## src/rtl/zsi_pkg.sv

```systemverilog
package zsi_pkg;

    typedef enum logic {
        ZS_CONT  = 1'b0,
        ZS_CLAMP = 1'b1
    } zs_mode_e;

    typedef enum logic {
        DIR_UP   = 1'b0,
        DIR_DOWN = 1'b1
    } car_dir_e;

    // number of bits for an unsigned count reaching value n
    function automatic int cnt_bits(input int n);
        return $clog2(n + 1);
    endfunction

endpackage

```

## src/rtl/zsi_carrier.sv

```systemverilog
module zsi_carrier
    import zsi_pkg::*;
#(
    parameter int PERIOD = 128,
    parameter int CNT_W  = 8
) (
    input  logic             clk_i,
    input  logic             rst_i,
    output logic [CNT_W-1:0] cnt_o,
    output logic             valley_o
);
    localparam logic [CNT_W-1:0] TOP = CNT_W'(PERIOD - 1);

    logic [CNT_W-1:0] cnt_q;
    car_dir_e         dir_q;

    always_ff @(posedge clk_i) begin
        if (rst_i) begin
            cnt_q <= '0;
            dir_q <= DIR_UP;
        end else if (dir_q == DIR_UP) begin
            if (cnt_q == TOP) dir_q <= DIR_DOWN;
            else              cnt_q <= cnt_q + 1'b1;
        end else begin
            if (cnt_q == '0)  dir_q <= DIR_UP;
            else              cnt_q <= cnt_q - 1'b1;
        end
    end

    assign cnt_o    = cnt_q;
    assign valley_o = (dir_q == DIR_DOWN) && (cnt_q == '0);

endmodule

```

## src/rtl/zsi_offset.sv

```systemverilog
module zsi_offset
    import zsi_pkg::*;
#(
    parameter int REF_W = 8,
    parameter int HALF  = 64,
    parameter int W     = REF_W + 2
) (
    input  logic signed [REF_W-1:0] ref_a_i,
    input  logic signed [REF_W-1:0] ref_b_i,
    input  logic signed [REF_W-1:0] ref_c_i,
    input  zs_mode_e                mode_i,
    output logic signed [W-1:0]     off_o
);
    localparam logic signed [W-1:0] HALF_S = W'(HALF);

    logic signed [W-1:0] va, vb, vc, mx, mn, sum_mm;
    logic signed [W-1:0] aa, ab, ac, pk, cont_off, clamp_off;

    always_comb begin
        va = W'(ref_a_i);
        vb = W'(ref_b_i);
        vc = W'(ref_c_i);

        mx = va;
        if (vb > mx) mx = vb;
        if (vc > mx) mx = vc;
        mn = va;
        if (vb < mn) mn = vb;
        if (vc < mn) mn = vc;
        sum_mm   = mx + mn;
        cont_off = -(sum_mm >>> 1);

        aa = (va < 0) ? -va : va;
        ab = (vb < 0) ? -vb : vb;
        ac = (vc < 0) ? -vc : vc;
        if (aa >= ab && aa >= ac) pk = va;
        else if (ab >= ac)        pk = vb;
        else                      pk = vc;
        clamp_off = ((pk >= 0) ? HALF_S : -HALF_S) - pk;

        off_o = (mode_i == ZS_CLAMP) ? clamp_off : cont_off;
    end

endmodule

```

## src/rtl/zsi_leg.sv

```systemverilog
module zsi_leg
    import zsi_pkg::*;
#(
    parameter int REF_W = 8,
    parameter int HALF  = 64,
    parameter int W     = REF_W + 2,
    parameter int CNT_W = 8
) (
    input  logic                    clk_i,
    input  logic                    rst_i,
    input  logic signed [REF_W-1:0] ref_i,
    input  logic signed [W-1:0]     off_i,
    input  logic                    valley_i,
    input  logic [CNT_W-1:0]        carrier_i,
    input  logic                    zero_vec_i,
    output logic [CNT_W-1:0]        cmp_o,
    output logic                    pwm_o
);
    localparam logic signed [W-1:0] HALF_S = W'(HALF);

    logic signed [W-1:0] shifted, limited, unsig;
    logic [CNT_W-1:0]    cmp_q;

    always_comb begin
        shifted = W'(ref_i) + off_i;
        if (shifted > HALF_S)       limited = HALF_S;
        else if (shifted < -HALF_S) limited = -HALF_S;
        else                        limited = shifted;
        unsig = limited + HALF_S;
    end

    always_ff @(posedge clk_i) begin
        if (rst_i)         cmp_q <= '0;
        else if (valley_i) cmp_q <= CNT_W'(unsig);
    end

    assign cmp_o = cmp_q;
    assign pwm_o = !zero_vec_i && (cmp_q > carrier_i);

endmodule

```

## src/rtl/zsi_pwm.sv

```systemverilog
module zsi_pwm
    import zsi_pkg::*;
#(
    parameter int REF_W = 8,
    parameter int HALF  = 64,
    parameter int PERIOD = 2 * HALF,
    parameter int CNT_W  = cnt_bits(2 * HALF)
) (
    input  logic                    clk_i,
    input  logic                    rst_i,
    input  logic signed [REF_W-1:0] ref_a_i,
    input  logic signed [REF_W-1:0] ref_b_i,
    input  logic signed [REF_W-1:0] ref_c_i,
    input  logic                    mode_i,
    input  logic                    zero_vec_i,
    output logic [2:0]              pwm_o,
    output logic [CNT_W-1:0]        carrier_o
);
    localparam int W = REF_W + 2;

    logic signed [W-1:0]     off;
    logic                    valley;
    logic [CNT_W-1:0]        carrier;
    logic signed [REF_W-1:0] refs [3];
    logic [3*CNT_W-1:0]      cmp_flat;

    assign refs[0] = ref_a_i;
    assign refs[1] = ref_b_i;
    assign refs[2] = ref_c_i;

    zsi_carrier #(.PERIOD(PERIOD), .CNT_W(CNT_W)) u_carrier (
        .clk_i    (clk_i),
        .rst_i    (rst_i),
        .cnt_o    (carrier),
        .valley_o (valley)
    );

    zsi_offset #(.REF_W(REF_W), .HALF(HALF), .W(W)) u_offset (
        .ref_a_i (ref_a_i),
        .ref_b_i (ref_b_i),
        .ref_c_i (ref_c_i),
        .mode_i  (zs_mode_e'(mode_i)),
        .off_o   (off)
    );

    for (genvar g = 0; g < 3; g++) begin : g_leg
        zsi_leg #(.REF_W(REF_W), .HALF(HALF), .W(W), .CNT_W(CNT_W)) u_leg (
            .clk_i      (clk_i),
            .rst_i      (rst_i),
            .ref_i      (refs[g]),
            .off_i      (off),
            .valley_i   (valley),
            .carrier_i  (carrier),
            .zero_vec_i (zero_vec_i),
            .cmp_o      (cmp_flat[g*CNT_W +: CNT_W]),
            .pwm_o      (pwm_o[g])
        );
    end

    assign carrier_o = carrier;

endmodule

```

## config.mk

```make
export PLATFORM = sky130hd
export DESIGN_NAME = zsi_pwm
export DESIGN_NICKNAME = d
export VERILOG_FILES = /design/src/rtl/zsi_pkg.sv /design/src/rtl/zsi_carrier.sv /design/src/rtl/zsi_offset.sv /design/src/rtl/zsi_leg.sv /design/src/rtl/zsi_pwm.sv
export SDC_FILE = /design/constraint.sdc
export NUM_CORES = 1
export LEC_CHECK = 0
export ABC_CLOCK_PERIOD_IN_PS = 16900
export BUFFER_PORTS_ARGS = -buffer_cell sky130_fd_sc_hd__buf_2
export CORE_MARGIN = 2
export CORE_UTILIZATION = 46
export CTS_BUF_LIST = sky130_fd_sc_hd__clkbuf_4 sky130_fd_sc_hd__clkbuf_8
export CTS_CLUSTER_SIZE = 24
export DETAILED_ROUTE_END_ITERATION = 12
export SYNTH_ARGS = -nofsm -noshare
export SYNTH_HDL_FRONTEND = slang
export SYNTH_SLANG_ARGS = --single-unit
```

## constraint.sdc

```tcl
create_clock -name clk_i -period 16.9 [get_ports clk_i]
set_input_delay 3.38 -clock clk_i [delete_from_list [all_inputs] [get_ports clk_i]]
set_output_delay 3.38 -clock clk_i [all_outputs]
set_load 0.01 [all_outputs]
```

# Word level (Yosys, flattened, before mapping)
# Index checks and enable logic that the tools add are counted.
[totals]
regBits = 33
[op_classes]
n_addsub = 14
order_cmp = 20
n_eq_ne = 3
muxes = 23
n_reduce_logical = 8
[ops]
columns = ["cell", "n"]
rows = [
  ["$mux W10", 11],
  ["$mux W8", 9],
  ["$gt A8 B8 Y1", 4],
  ["$add A8 B10 Y10", 3],
  ["$ge A10 B10 Y1", 3],
  ["$gt A10 B8 Y1 const B", 3],
  ["$lt A10 B7 Y1 const B", 3],
  ["$neg A8 Y10", 3],
  ["$add A8 B8 Y8 const B", 3],
  ["$lt A8 B1 Y1 const B", 3],
  ["$add A10 B10 Y10", 1],
  ["$ge A10 B1 Y1 const B", 1],
  ["$gt A8 B10 Y1", 1],
  ["$lt A8 B10 Y1", 1],
  ["$neg A9 Y10", 1],
  ["$sub A10 B10 Y10", 1],
  ["$add A8 B1 Y8 const B", 1],
  ["$eq A8 B7 Y1 const B", 1],
  ["$logic_not A8 Y1", 1],
  ["$lt A8 B8 Y1", 1],
  ["$sub A8 B1 Y8 const B", 1],
  ["$logic_and A1 B1 Y1", 5],
  ["$mux W1", 3],
  ["$ne A2 B1 Y1 const B", 1],
  ["other kinds (3)", 3],
]

# Longest topological paths before layout
[depth]
depth_word = 14
mapped_depth = 43

# Hierarchy
# A second synthesis with hierarchy kept.
[unflattened]
hier_cells = 977
hier_area_um2 = 7297.0
[modules_own_cells]
columns = ["mod", "instances", "cells_per_inst", "area_per_inst_um2", "seq_area_each_um2"]
rows = [
  ["zsi_leg", 3, 146, 1138.6, 160.2],
  ["zsi_offset", 1, 467, 3238.1, 0.0],
  ["zsi_carrier", 1, 72, 643.1, 180.2],
]

# Worst setup path before layout
# No wires, ideal clock.
[synth_path]
path_kind = "input to register"
start = "input port ref_a_i[7]"
end = "register g_leg[2].u_leg.cmp_q[0]"
setup_ns = 0.137
arrival_time_ns = 11.310
path_slack_ns = 5.453
path_stages = 40
path_cell_list = "clkbuf_1 inv_1 ha_1 nand4_1 a211oi_2 nor4b_1 or2_2 buf_1 nor2_1 mux2i_1 ha_1 or4_1 nor3_1 o22a_1 buf_2 clkbuf_1 nor2_1 a21oi_1 [4 not listed] xor2_1 or3_1 o21ai_0 a311oi_1 or2_1 or3b_1 xnor2_1 nor2_1 a21oi_1 ha_1 a21oi_1 a21boi_0 xnor2_1 nor2_1 a22oi_1 a21oi_1 mux2i_2 o22ai_1"
[synth_between]
elab_chain_len = 14
word_cells_on_any_way = 27
[synth_lines]
columns = ["item", "line", "text"]
rows = [
  ["from (decl)", "zsi_pwm.sv:11", "input logic signed [REF_W-1:0] ref_a_i,"],
  ["$neg A8 Y10 or $lt A8 B1 Y1 (tied branches)", "zsi_offset.sv:33", "aa = (va < 0) ? -va : va;"],
  ["$mux W10", "zsi_offset.sv:33", ""],
  ["$ge A10 B10 Y1", "zsi_offset.sv:36", "if (aa >= ab && aa >= ac) pk = va;"],
  ["$logic_and A1 B1 Y1", "zsi_offset.sv:36", ""],
  ["$mux W10", "zsi_offset.sv:36", ""],
  ["$ge A10 B1 Y1", "zsi_offset.sv:39", "clamp_off = ((pk >= 0) ? HALF_S : -HALF_S) - pk;"],
  ["$mux W10", "zsi_offset.sv:39", ""],
  ["$sub A10 B10 Y10", "zsi_offset.sv:39", ""],
  ["$mux W10 *", "zsi_offset.sv:41", "off_o = (mode_i == ZS_CLAMP) ? clamp_off : cont_off;"],
  ["$add A8 B10 Y10 *", "zsi_leg.sv:25", "shifted = W'(ref_i) + off_i;"],
  ["$lt A10 B7 Y1", "zsi_leg.sv:27", "else if (shifted < -HALF_S) limited = -HALF_S;"],
  ["$mux W8", "zsi_leg.sv:27", ""],
  ["$mux W8 *", "zsi_leg.sv:26", "if (shifted > HALF_S) limited = HALF_S;"],
  ["$add A8 B8 Y8 *", "zsi_leg.sv:29", "unsig = limited + HALF_S;"],
  ["to (signal assigned)", "zsi_leg.sv:34", "else if (valley_i) cmp_q <= CNT_W'(unsig);"],
  ["to (decl)", "zsi_leg.sv:22", "logic [CNT_W-1:0] cmp_q;"],
]
# Mark *: on every way between the ends. The rest lies on a longest branch, timed or not.
# A chain may end at the register's enable or synchronous reset.

# Final worst setup path
[layout_path]
start = "input port ref_a_i[7]"
end = "register g_leg[0].u_leg.cmp_q[2]"
[layout_between]
elab_chain_len = 14
word_cells_on_any_way = 27
[layout_lines]
columns = ["item", "line"]
rows = [
  ["$neg A8 Y10 or $lt A8 B1 Y1 (tied branches)", "zsi_offset.sv:33"],
  ["$mux W10", "zsi_offset.sv:33"],
  ["$ge A10 B10 Y1", "zsi_offset.sv:36"],
  ["$logic_and A1 B1 Y1", "zsi_offset.sv:36"],
  ["$mux W10", "zsi_offset.sv:36"],
  ["$ge A10 B1 Y1", "zsi_offset.sv:39"],
  ["$mux W10", "zsi_offset.sv:39"],
  ["$sub A10 B10 Y10", "zsi_offset.sv:39"],
  ["$mux W10", "zsi_offset.sv:41"],
  ["$add A8 B10 Y10 *", "zsi_leg.sv:25"],
  ["$lt A10 B7 Y1", "zsi_leg.sv:27"],
  ["$mux W8", "zsi_leg.sv:27"],
  ["$mux W8 *", "zsi_leg.sv:26"],
  ["$add A8 B8 Y8 *", "zsi_leg.sv:29"],
  ["to (signal assigned)", "zsi_leg.sv:34"],
  ["to (decl)", "zsi_leg.sv:22"],
]
# Marked as above.

==> flow_metrics.env <==
export IMPL_crit_slowest_cell="nor2_1"
export IMPL_r2r_end="g_leg[0].u_leg.cmp_o[0]"
export IMPL_critPathMaxStageDelay_ns=0.60
export IMPL_postCtsSetupBuffers=0
export IMPL_nNetsFinal=1042
export IMPL_cp_end_kind="flop"
export IMPL_drt_wl_total_mm=19.8
export IMPL_drt_initial_drc_count=418
export IMPL_maxSlewHeadroom=0.300
export IMPL_layout_setup_ws_ns=4.42
export IMPL_clock_latency_ns=0.30
export IMPL_drv_slew=0
export IMPL_cts_sinks=33
export IMPL_worst_path_max_fanout=18
export IMPL_track_usage=0.266
export IMPL_final_setup_tns_ns=0
export IMPL_dp_slack_ns=4.22
export IMPL_vias_per_cell=5.91
export IMPL_worstHoldPathType="reg -> reg"
export IMPL_synthCells=859
export IMPL_synth_edff_count=0
export IMPL_worst_ep_required_time_ns=17.09
export IMPL_cpMostUsedCell="ha_1"
export IMPL_dr_pass1_iters=5
export IMPL_yosysWarnings=0
export IMPL_peakVddDrop_v=0.0000944
export IMPL_crit_type="in -> reg"
export IMPL_fin_crit_sh=0.738
export IMPL_yosys_register_bits=33
export IMPL_hold_viol=0
export IMPL_area_growth_pct=6.92
export IMPL_layout_cells_non_filler=1067
export IMPL_fmax_mhz=80.2
export IMPL_fin_hold_ws_ns=0.460
export IMPL_synth_distinct_cells=77
export IMPL_grt_pass1_wl_mm=31.2
export IMPL_synth_flop_cell="dfxtp_1"
export IMPL_avgSynthCellArea_sq_um=7.52
export IMPL_drc=0
export IMPL_status="completed"
export IMPL_worst_pin_slew_ns=1.05
export IMPL_cts_resized=0
export IMPL_syn_area_sq_um=6460
export IMPL_grt_pass1_vias=6204
export IMPL_path_clk_slew_ns=0.08
export IMPL_ios=39
export IMPL_ff2ff_path_depth=6
export IMPL_die_area_sq_um=15000
export IMPL_cts_max_level=2
export IMPL_finClkSkew_ns=0.00920
export IMPL_ant_nets=0
export IMPL_hpwl_mm=16.3
export IMPL_num_antenna_cells=0
export IMPL_grt_max_degree=22
export IMPL_core_sq_um=13800
export IMPL_fillers=1366
export IMPL_cts_buffers_inserted=5
export IMPL_pwr_density_cell_nw_per_um2=144
export IMPL_gp_congestion=0.930
export IMPL_initial_core_util=0.469
export IMPL_cp_endpoint="g_leg[0].u_leg.cmp_o[2]"
export IMPL_ctsRootBufferMaster="clkbuf_8"
export IMPL_grt_overflow_total=0
export IMPL_tritoncts="done"
export IMPL_final_util=0.501
export IMPL_start_kind="primary input"
export IMPL_placed_cells=1059
export IMPL_die_w_um=122
export IMPL_finalCriticalPeriod_ns=12.48
export IMPL_rsz0062_at_grt="false"
export IMPL_num_vias=6306
export IMPL_leakagePower_nw=3.13
export IMPL_postCtsHoldBufs=0
export IMPL_r2r_slack_ns=14.36
export IMPL_rows=43
export IMPL_clk_path_buf_depth=2
export IMPL_drive_gt1_frac=0.0812
export IMPL_maxCapViolCount=0
export IMPL_wl_per_cell_um=18.6
export IMPL_worstPathArrival_ns=12.67
export IMPL_synthArstFlopShare=0
export IMPL_io_buffers=38
export IMPL_synth_seq_area_share=0.102
export IMPL_finalSetupViolations=0
export IMPL_die_y_um=122
export IMPL_r2r_start="u_carrier.cnt_o[5]"
export IMPL_antenna_found_initial=0
export IMPL_startpoint="ref_a_i[7]"
## through the flow
step	area, sq um	power (W)
2_1_floorplan	6490	0.000727
5_1_grt	6900	0.00109
6_report	6900	0.000996
3_3_place_gp	6790	0.000894
4_1_cts	6900	0.000989
3_5_place_dp	6790	0.000909
## where the power goes
group          internal [W]  leakage [nW]  total [W]  switching, W
Combinational      0.000334          2.81   0.000839      0.000505
Sequential        0.0000783         0.266  0.0000795    0.00000122
Clock             0.0000441        0.0543  0.0000772     0.0000331
## synth_stat cells (all sizes together), types with 2 or more instances
| cell type | count | area, sq um |
|---|---|---|
| a21boi | 3 | 22.5 |
| nand2b | 19 | 119 |
| or3 | 7 | 43.8 |
| a21o | 18 | 135 |
| and4 | 2 | 17.5 |
| or2 | 4 | 25.0 |
| fa | 5 | 100 |
| o211ai | 6 | 45.0 |
| a31o | 3 | 26.3 |
| inv | 59 | 221 |
| conb | 2 | 7.51 |
| nand4 | 17 | 106 |
| and2 | 2 | 12.5 |
| a22o | 9 | 78.8 |
| nand3 | 17 | 85.1 |
| o21bai | 11 | 82.6 |
| o21ai | 49 | 260 |
| xnor2 | 50 | 453 |
| dfxtp | 33 | 661 |
| a31oi | 7 | 43.8 |
| xor2 | 23 | 201 |
| a21oi | 90 | 450 |
| o22ai | 3 | 18.8 |
| nor3b | 2 | 15.0 |
| and3 | 3 | 18.8 |
| buf | 6 | 38.8 |
| o31ai | 5 | 37.5 |
| a211oi | 10 | 100 |
| mux2 | 3 | 33.8 |
| or4 | 4 | 33.8 |
| nand3b | 6 | 45.0 |
| a311oi | 2 | 17.5 |
| o41ai | 4 | 42.6 |
| o311ai | 2 | 17.5 |
| o21a | 6 | 45.0 |
| ha | 123 | 1540 |
| nor4b | 2 | 17.5 |
| mux2i | 17 | 181 |
| nor4 | 6 | 37.5 |
| nor3 | 22 | 110 |
| clkbuf | 22 | 82.6 |
| nor2b | 15 | 93.8 |
| nand2 | 67 | 251 |
| nor2 | 73 | 274 |
## area by class of cell
type | instances | area [sq um] | area share
flip-flops and latches | 33 | 661 | 0.0957
multi-input cells | 749 | 5490 | 0.795
inverters | 59 | 221 | 0.0321
clock buffers | 5 | 68.8 | 0.00997
well taps | 180 | 225 | 0.0326
repair buffers | 38 | 190 | 0.0275
clock inverters | 3 | 46.3 | 0.00671
## cell usage in the layout (no fill, tap or decap), types with 7 or more instances in the layout
master and n:
a21o_1 18, a21oi_1 90, a22o_1 9, a31oi_1 7
buf_2 38, conb_1 12, dfxtp_1 33, ha_1 123
inv_1 59, mux2i_1 14, nand2_1 67, nand2b_1 19
nand3_1 17, nand4_1 17, nor2_1 73, nor2b_1 15
nor3_1 22, o21ai_0 41, o21bai_1 11, or3_1 7
xnor2_1 48, xor2_1 23
## layer usage
metal | vias up | global-route usage | wire length (um)
li1 | 3160 | - | -
met1 | 2932 | 0.320 | 8630
met2 | 172 | 0.488 | 9690
met3 | 42 | 0.0232 | 832
met4 | 0 | 0.103 | 641
met5 | - | 0 | 0
## worst min path at each step
stage,startpoint,end,cells past startpoint
6_report,g_leg[1].u_leg.cmp_o[1],g_leg[1].u_leg.cmp_o[1],2
3_3_place_gp,g_leg[2].u_leg.cmp_o[6],g_leg[2].u_leg.cmp_o[6],2
2_1_floorplan,g_leg[2].u_leg.cmp_o[2],g_leg[2].u_leg.cmp_o[2],2
3_5_place_dp,g_leg[2].u_leg.cmp_o[6],g_leg[2].u_leg.cmp_o[6],2
5_1_grt,g_leg[2].u_leg.cmp_o[7],g_leg[2].u_leg.cmp_o[7],2
4_1_cts,g_leg[2].u_leg.cmp_o[6],g_leg[2].u_leg.cmp_o[6],2
## sequential cells by signal (all words and copies together), names as in the netlist
name / flops
g_leg.u_leg.cmp_o: 24
u_carrier.cnt_o: 8
u_carrier.dir_q: 1
## cell families (layout without fill, tap and decap cells)
| kind of cell | Yosys count | after routing | synth area share |
|---|---|---|---|
| xor+xnor | 73 | 73 | 0.101 |
| flops | 33 | 33 | 0.102 |
| compound gates | 244 | 244 | 0.246 |
| buf+inv | 87 | 105 | 0.0531 |
| fa+ha+maj | 128 | 128 | 0.254 |
| simple gates | 272 | 272 | 0.209 |
| mux | 20 | 20 | 0.0333 |
| other cells | 2 | 12 | 0.00116 |
## worst max-delay path, delay by kind of cell
family | cells | cell delay, ns
multiplexers | 2 | 0.38
adder cells (fa/ha/maj) | 4 | 1.41
AO/OA/AOI/OAI | 12 | 3.66
AND/OR/NAND/NOR | 12 | 3.30
XOR/XNOR | 1 | 0.13
buffers and inverters | 2 | 0.39
Note: power is estimated with default switching activity, not from simulation.
